## config.mk

```make
export PLATFORM = sky130hd
export DESIGN_NAME = i2c_seq
export DESIGN_NICKNAME = d
export VERILOG_FILES = /design/src/rtl/i2c_seq.sv
export SDC_FILE = /design/constraint.sdc
export NUM_CORES = 1
export LEC_CHECK = 0
export CORE_MARGIN = 4
export CORE_UTILIZATION = 30
export CTS_BUF_LIST = sky130_fd_sc_hd__clkbuf_4
export CTS_CLUSTER_SIZE = 28
export DETAILED_ROUTE_END_ITERATION = 7
export MAX_ROUTING_LAYER = met4
export PLACE_DENSITY_LB_ADDON = 0.15
export SLEW_MARGIN = 0
export SYNTH_ARGS = -nofsm -noshare
export SYNTH_HDL_FRONTEND = slang
export SYNTH_SLANG_ARGS = --single-unit
export TNS_END_PERCENT = 30
```

## constraint.sdc

```tcl
create_clock -name clk -period 2.2 [get_ports clk]
set_input_delay 0.22 -clock clk [delete_from_list [all_inputs] [get_ports clk]]
set_output_delay 0.22 -clock clk [all_outputs]
set_load 0.1 [all_outputs]
```

## src/rtl/i2c_seq.sv

```systemverilog
module i2c_seq #(
  parameter int DIV = 4
) (
  input  logic       clk,
  input  logic       rst_n,
  input  logic       cfg_we,
  input  logic       cfg_master,
  input  logic       cfg_xmit,
  input  logic       cfg_busy,
  input  logic       cfg_pend,
  input  logic       cfg_acken,
  input  logic       cfg_free,
  input  logic [2:0] cfg_bits,
  input  logic [7:0] tx_byte,
  input  logic [6:0] own_addr,
  input  logic       scl_in,
  input  logic       sda_in,
  output logic       scl_drv_low,
  output logic       sda_drv_low,
  output logic       st_master,
  output logic       st_xmit,
  output logic       st_busy,
  output logic       st_lost,
  output logic       irq,
  output logic [7:0] rx_byte
);
  localparam int CW = (DIV > 2) ? $clog2(DIV) : 1;

  typedef enum logic [2:0] {M_IDLE, M_START, M_BIT, M_HOLD, M_STOP} mst_e;

  mst_e        st;
  logic [1:0]  q;
  logic [3:0]  bitn, nbits;
  logic [7:0]  shreg, sreg;
  logic [CW-1:0] dcnt;
  logic        m_scl, m_sda, s_sda, addr_ph;
  logic        acken, free;
  logic [1:0]  s_st;
  logic [3:0]  scnt;
  logic        p_scl, r_scl, p_sda, r_sda;

  wire tick      = (dcnt == CW'(DIV - 1));
  wire start_det = p_scl & r_scl & p_sda & ~r_sda;
  wire stop_det  = p_scl & r_scl & ~p_sda & r_sda;
  wire scl_rise  = ~p_scl & r_scl;
  wire scl_fall  = p_scl & ~r_scl;

  wire start_req = cfg_we & cfg_master & cfg_xmit & cfg_busy & cfg_pend & ~st_busy & acken & (st == M_IDLE);
  wire stop_req  = cfg_we & cfg_master & cfg_xmit & ~cfg_busy & cfg_pend & (st == M_HOLD);
  wire next_req  = cfg_we & cfg_master & cfg_busy & cfg_pend & (st == M_HOLD);

  wire last      = (bitn == nbits);
  wire samp      = (st == M_BIT) && tick && (q == 2'd3) && scl_in;
  wire arb       = samp && !last && st_xmit && !m_sda && !sda_in;
  wire m_done    = samp && last;
  wire stop_done = (st == M_STOP) && tick && (q == 2'd2) && scl_in;

  wire s_end = (s_st == 2'd1) && scl_fall && (scnt == 4'd8);
  wire s_hit = s_end && !free && acken && (sreg[7:1] == own_addr);

  assign scl_drv_low = m_scl;
  assign sda_drv_low = m_sda | s_sda;
  assign rx_byte     = shreg;

  always_ff @(posedge clk or negedge rst_n)
    if (!rst_n) {p_scl, r_scl, p_sda, r_sda} <= 4'hF;
    else begin
      {p_scl, r_scl} <= {r_scl, scl_in};
      {p_sda, r_sda} <= {r_sda, sda_in};
    end

  always_ff @(posedge clk or negedge rst_n)
    if (!rst_n) dcnt <= '0;
    else if (st == M_IDLE || st == M_HOLD || tick) dcnt <= '0;
    else dcnt <= dcnt + 1'b1;

  always_ff @(posedge clk or negedge rst_n)
    if (!rst_n) begin
      st <= M_IDLE; q <= 2'd0; bitn <= 4'd0; nbits <= 4'd8; shreg <= 8'd0;
      m_scl <= 1'b0; m_sda <= 1'b0; addr_ph <= 1'b0;
    end else begin
      case (st)
        M_IDLE: if (start_req) begin
          st <= M_START; m_sda <= 1'b1; shreg <= tx_byte;
          bitn <= 4'd0; nbits <= 4'd8; addr_ph <= ~cfg_free; q <= 2'd0;
        end
        M_START: if (tick) begin st <= M_BIT; q <= 2'd0; end
        M_BIT: if (tick) begin
          case (q)
            2'd0: begin m_scl <= 1'b1; q <= 2'd1; end
            2'd1: begin
              m_sda <= last ? (~st_xmit & acken) : (st_xmit & ~shreg[7]);
              q <= 2'd2;
            end
            2'd2: begin m_scl <= 1'b0; q <= 2'd3; end
            default: if (scl_in) begin
              if (arb) begin
                st <= M_IDLE; m_scl <= 1'b0; m_sda <= 1'b0;
              end else if (last) begin
                st <= M_HOLD; m_scl <= 1'b1; q <= 2'd0;
              end else begin
                shreg <= {shreg[6:0], sda_in}; bitn <= bitn + 4'd1; q <= 2'd0;
              end
            end
          endcase
        end
        M_HOLD:
          if (stop_req) begin
            st <= M_STOP; q <= 2'd0;
          end else if (next_req) begin
            st <= M_BIT; q <= 2'd0; bitn <= 4'd0; addr_ph <= 1'b0; shreg <= tx_byte;
            nbits <= (cfg_bits == 3'd0) ? 4'd8 : {1'b0, cfg_bits};
          end
        M_STOP: if (tick) begin
          case (q)
            2'd0: begin m_sda <= 1'b1; q <= 2'd1; end
            2'd1: begin m_scl <= 1'b0; q <= 2'd2; end
            default: if (scl_in) begin m_sda <= 1'b0; st <= M_IDLE; end
          endcase
        end
        default: st <= M_IDLE;
      endcase
    end

  always_ff @(posedge clk or negedge rst_n)
    if (!rst_n) begin
      s_st <= 2'd0; scnt <= 4'd0; sreg <= 8'd0; s_sda <= 1'b0;
    end else if (stop_det || st_master) begin
      s_st <= 2'd0; s_sda <= 1'b0;
    end else if (start_det) begin
      s_st <= 2'd1; scnt <= 4'd0;
    end else if (s_st == 2'd1) begin
      if (scl_rise && scnt != 4'd8) begin
        sreg <= {sreg[6:0], r_sda}; scnt <= scnt + 4'd1;
      end else if (s_end) begin
        s_sda <= s_hit; s_st <= s_hit ? 2'd2 : 2'd0;
      end
    end else if (s_st == 2'd2 && scl_fall) begin
      s_sda <= 1'b0; s_st <= 2'd0;
    end

  always_ff @(posedge clk or negedge rst_n)
    if (!rst_n) begin
      st_busy <= 1'b0; st_master <= 1'b0; st_xmit <= 1'b0; st_lost <= 1'b0;
      irq <= 1'b0; acken <= 1'b0; free <= 1'b0;
    end else begin
      if (start_det) st_busy <= 1'b1;
      else if (stop_det) st_busy <= 1'b0;

      if (start_req) st_master <= 1'b1;
      else if (arb || stop_done) st_master <= 1'b0;

      if (stop_det || arb) st_xmit <= 1'b0;
      else if (start_req) st_xmit <= 1'b1;
      else if (m_done && addr_ph) st_xmit <= ~shreg[0];
      else if (s_hit) st_xmit <= sreg[0];

      if (arb) st_lost <= 1'b1;
      else if (cfg_we) st_lost <= 1'b0;

      if (m_done || s_hit) irq <= 1'b1;
      else if (cfg_we && cfg_pend) irq <= 1'b0;

      if (cfg_we) begin acken <= cfg_acken; free <= cfg_free; end
    end
endmodule

```

**Word level (Yosys, flattened, before mapping)**

Index checks and enable logic that the tools add are counted.

- Add/subtract/negate cells: 3
- Eq/ne operators: 45
- Mux-type cells: 98
- Bitwise operators: 35
- Reductions and logical operators: 60

Operator list:

| operator | number |
|---|---|
| 8-bit two-way mux | 8 |
| 4-bit two-way mux | 15 |
| 3-bit two-way mux | 12 |
| 1-bit two-way mux | 34 |
| 2-bit two-way mux | 16 |
| 2-bit != test, second input constant | 15 |
| 9-bit AND reduction | 3 |
| 8-bit case mux with 3 select lines | 1 |
| 1-bit bitwise AND | 22 |
| 1-bit logical AND | 20 |
| 2-bit nonzero test | 8 |
| 3-bit case mux with 5 select lines | 1 |
| 3-bit != test, second input constant | 4 |
| 4-bit != test, second input constant | 3 |
| 1-bit inverter | 12 |
| 4-bit case mux with 3 select lines | 1 |
| 4-bit AND reduction | 3 |
| 5-bit by 2-bit != test with 1-bit output, second input constant | 2 |
| 2-bit case mux with 5 select lines | 1 |
| 10-bit AND reduction | 1 |
| 3-bit by 2-bit != test with 1-bit output, second input constant | 3 |
| 3-bit nonzero test | 3 |
| 4-bit by 1-bit adder with 4-bit output, second input constant | 2 |
| 2-bit equality test, second input constant | 4 |
| 28 further kinds | 47 |

- Register bits: 52
- Input port bits: 29
- Output and inout bits: 15
- Word-level logic and storage cells: 265

**Longest topological paths before layout**

- Word-level depth: 13
- Gate-level depth with buffers: 8
- Depth with buffers taken out: 7

**Worst setup path after synthesis**

OpenSTA, ideal clock, no wires.

- Path type: flip-flop to flip-flop
- Start point: reg st_xmit
- End point: reg bitn[0]
- Library setup time: 0.127 ns
- Arrival: 2.186 ns
- Required time: 2.073 ns
- Setup slack: -0.113 ns
- Stages on the path, launching flop included: 6
- Buffers on the path: 0
- Clock period less this slack: 2.313 ns
- Path through: dfrtp_1 -> nor3b_1 -> nand4_1 -> a21oi_2 -> nor3_4 -> mux2_1

- Cells in the longest elaborated chain, start to end: 5

Ends and longest elaborated chain:

| item | RTL line | text |
|---|---|---|
| from (decl) | 21 | `output logic st_xmit,` |
| from (signal assigned) | 155 | `else if (m_done && addr_ph) st_xmit <= ~shreg[0];` |
| from (signal assigned) | 156 | `else if (s_hit) st_xmit <= sreg[0];` |
| 1-bit logical AND (3 in series) | 54 | `wire arb = samp && !last && st_xmit && !m_sda && !sda_in;` |
| 2-bit != test (no line) | - |  |
| 9-bit AND reduction (no line) | - |  |
| to (signal assigned) | 79 | `st <= M_IDLE; q <= 2'd0; bitn <= 4'd0; nbits <= 4'd8; shreg <= 8'd0;` |
| to (signal assigned) | 85 | `bitn <= 4'd0; nbits <= 4'd8; addr_ph <= ~cfg_free; q <= 2'd0;` |
| to (signal assigned) | 102 | `shreg <= {shreg[6:0], sda_in}; bitn <= bitn + 4'd1; q <= 2'd0;` |
| to (decl) | 33 | `logic [3:0] bitn, nbits;` |

Every way passes these cells.
A chain may end at the register's enable or synchronous reset.

**Final worst setup path**

- Start point: reg st[1]
- End point: reg m_sda

- Cells in the longest elaborated chain, start to end: 10
- Elaborated cells on any way between the ends: 22
- Classes of those cells: eq/ne: 10; mux: 1; bitwise: 1; reduce/logical: 10

Ends and longest elaborated chain:

| item | RTL line | text |
|---|---|---|
| from (decl) | 31 | `mst_e st;` |
| from (signal assigned) | 79 |  |
| from (signal assigned) | 84 | `st <= M_START; m_sda <= 1'b1; shreg <= tx_byte;` |
| from (signal assigned) | 87 | `M_START: if (tick) begin st <= M_BIT; q <= 2'd0; end` |
| 3-bit by 2-bit equality test with 1-bit output | 53, 82 |  |
| 1-bit logical AND (3 in series) | 53 | `wire samp = (st == M_BIT) && tick && (q == 2'd3) && scl_in;` |
| 1-bit logical AND (4 in series) | 54 |  |
| 3-bit by 2-bit != test with 1-bit output (no line) | - |  |
| 9-bit AND reduction (no line) | - |  |
| to (signal assigned) | 92 | `m_sda <= last ? (~st_xmit & acken) : (st_xmit & ~shreg[7]);` |
| to (decl) | 36 | `logic m_scl, m_sda, s_sda, addr_ph;` |

Parallel ways exist; a longest one is shown, timed or not.

==> impl_metrics.tcl <==
set metrics [dict create \
    dr_wl_met2_um 3720 \
    worst_setup_path_end_kind "flip-flop" \
    core.rowCount 36 \
    port_buffers 43 \
    synth_flop_cell "dfrtp_1" \
    top_layer "met4" \
    setup_ws_ns 0.108 \
    cts_setup_buffers 0 \
    arrival_ns 2.35 \
    synth_edf_count 0 \
    final_hold_viol_count 0 \
    antennaDiodeCount 0 \
    cts_buffers 5 \
    vias 2571 \
    viasPerCell 5.03 \
    die_area_um2 11600 \
    fp.dieW_um 108 \
    place_congestion 0.831 \
    cts.reportedPaths.clkPinSlew_ns 0.16 \
    start_util 0.306 \
    syn_to_final_growth_pct 24.8 \
    rsz0062_at_grt "no" \
    die_h_um 108 \
    grt_overflow_total 0 \
    dp_hpwl_um 6070 \
    wl_met1_um 3740 \
    totalWireLength_um 7950 \
    grt_max_degree 53 \
    syn_area_per_cell_um2 9.40 \
    h-tree-depth 2 \
    ant_nets 0 \
    wl_met3_um 300 \
    cp_data_required_time_ns 2.45 \
    finClkSkew_ns 0.0243 \
    clockBufferDepth 2 \
    holdWs_ns 0.381 \
    avgRoutedWirePerCell_um 15.6 \
    ir_drop_v 0.000630 \
    cts_tree "yes" \
    drive_gt1_frac 0.185 \
    seq_area_frac_synth 0.439 \
    pin_count 44 \
    grt_usage 0.145 \
    synthArstFlopShare 1.00 \
    clock-sinks 52 \
    fin_nets 415 \
    finalSetupViolCount 0 \
    mostFrequentLayoutCell "nand2_1" \
    final_cell_mix "nand2_1 (58), dfrtp_1 (44), buf_4 (38)" \
    setup_tns_ns 0 \
    start_kind "flip-flop" \
    yosys.cell_types.count 61 \
    timing.final.crit_share 0.951 \
    power_leakage_nw 1.66 \
    power.total_mw 4.20 \
    p_per_area_nw_per_um2 1130 \
    drt_iter0_drc 139 \
    grt_pass1_vias 2509 \
    tightest_slew_ns 0.699 \
    core_area_um2 9730 \
    grt_pass1_wl_um 13000 \
    fmax_ghz 0.478 \
    syn_inst 317 \
    cp_max_fo 8 \
    cts-root-buf "clkbuf_4" \
    status "finished clean" \
    yosysWarnings 0 \
    drc 0 \
    syn-num-nets 355 \
    syn_area_um2 2980 \
    slew_violations 0 \
    hold_path_class "in2reg" \
    drtPass1Iterations 6 \
    min_period_ns 2.09 \
    clock_latency_ns 0.38 \
    crit_type "reg2reg" \
    dpl_worst_slack_ns 0.100 \
    maxSlewHeadroom 0.534 \
    yosys_register_bits 52 \
    drv_cap 0 \
    grt_antenna_before_repair 0 \
]
[metrics by stage]
step	cell area, um^2	utilization	cells
CTS	3710	0.381	511
floorplan	2980	-	317
global placement	3640	0.374	502
global route	3720	0.382	511
detailed placement	3640	0.374	502
finish	3720	0.382	511
[cells by family (layout without fill, tap and decap cells)]
kind of cell               count (synthesis)  count (layout)  share of synthesized area
buffers and inverters                     28              89                     0.0395
muxes                                     12              12                     0.0437
adders and majority gates                  9               9                     0.0378
xor gates and xnor gates                  13              13                     0.0382
DFF                                       52              52                      0.439
and+or+nand+nor                          133             133                      0.234
AOI/OAI and AO/OA                         70              70                      0.168
[where the power goes]
part / leakage, nW / internal, mW / switching, mW / total [mW]
sequential: 0.651 / 1.24 / 0.278 / 1.52
clock: 0.0293 / 0.135 / 0.310 / 0.445
combinational: 0.979 / 0.752 / 1.48 / 2.23
total: 1.66 / 2.13 / 2.07 / 4.20
[metal layers]
layer,global-route usage,up-vias
li1,-,1268
met1,0.194,1231
met2,0.226,59
met3,0.0216,13
met4,0.0487,0
met5,-,-
[synth_stat cells, types with 2 or more instances]
master    instances  area (um^2)
a21boi_0          3         22.5
a21o_1            5         37.5
a21oi_1           5         25.0
a221oi_1          2         17.5
a31oi_1          17          106
a32o_1            2         20.0
a32oi_1           2         17.5
and3_1            2         12.5
and3b_1           4         35.0
buf_2             4         20.0
buf_4             2         15.0
clkbuf_1          8         30.0
dfrtp_1          47         1180
dfstp_2           5          131
ha_1              9          113
inv_1            14         52.6
mux2_1            2         22.5
mux2_2            2         22.5
mux2i_1           7         70.1
nand2_1          58          218
nand2b_1          5         31.3
nand3_1          12         60.1
nand4_1           7         43.8
nor2_1           15         56.3
nor2b_1           2         12.5
nor3_1            3         15.0
nor3b_1           2         15.0
nor4_1            6         37.5
nor4b_1           2         17.5
o211ai_1          2         15.0
o21ai_0          14         70.1
o31a_1            2         17.5
o31ai_1           4         30.0
or4_1             3         22.5
xnor2_1          12          105
[layout make-up]
class | instances | area, um^2
clock inverter | 2 | 11.3
sequential | 52 | 1310
timing repair buffer | 67 | 571
multi-input combinational | 237 | 1560
clock buffer | 6 | 45.0
fill | 1042 | 6010
tap | 133 | 166
inverter | 14 | 52.6
[critical path: stages, from the launching register on]
cell      delay, ns
dfrtp_1        0.47
or3b_1         0.55
nor2_2         0.19
and3_1         0.31
o311ai_2       0.14
mux2_4         0.32
[flip-flops by register name, summed over array words and instances (netlist names)]
name,flops
st_busy,1
free,1
st_xmit,1
r_scl,1
r_sda,1
st_master,1
bitn,4
st_lost,1
s_sda,1
addr_ph,1
sreg,8
p_scl,1
acken,1
irq,1
q,2
scnt,4
dcnt,2
nbits,4
p_sda,1
scl_drv_low,1
m_sda,1
s_st,2
rx_byte,8
st,3
[repair_timing]
item	CTS	global route
hold buffers	1	0
hold endpoints to repair	47	0
gates resized for setup	0	2
setup endpoints to repair	0	1
[path summary, 6_finish.rpt]
kind	start	end	slack, ns	cells past startpoint
worst max-delay path	st[1]	m_sda	0.11	5
worst min-delay path	tx_byte[7]	rx_byte[7]	0.38	3
worst max register to register	st[1]	m_sda	0.11	5
worst min register to register	r_scl	p_scl	0.42	0
max in group asynchronous	rst_n	q[0]	1.18	3
min in group asynchronous	rst_n	scnt[2]	0.48	3
Power figures use the tool's default switching activity.
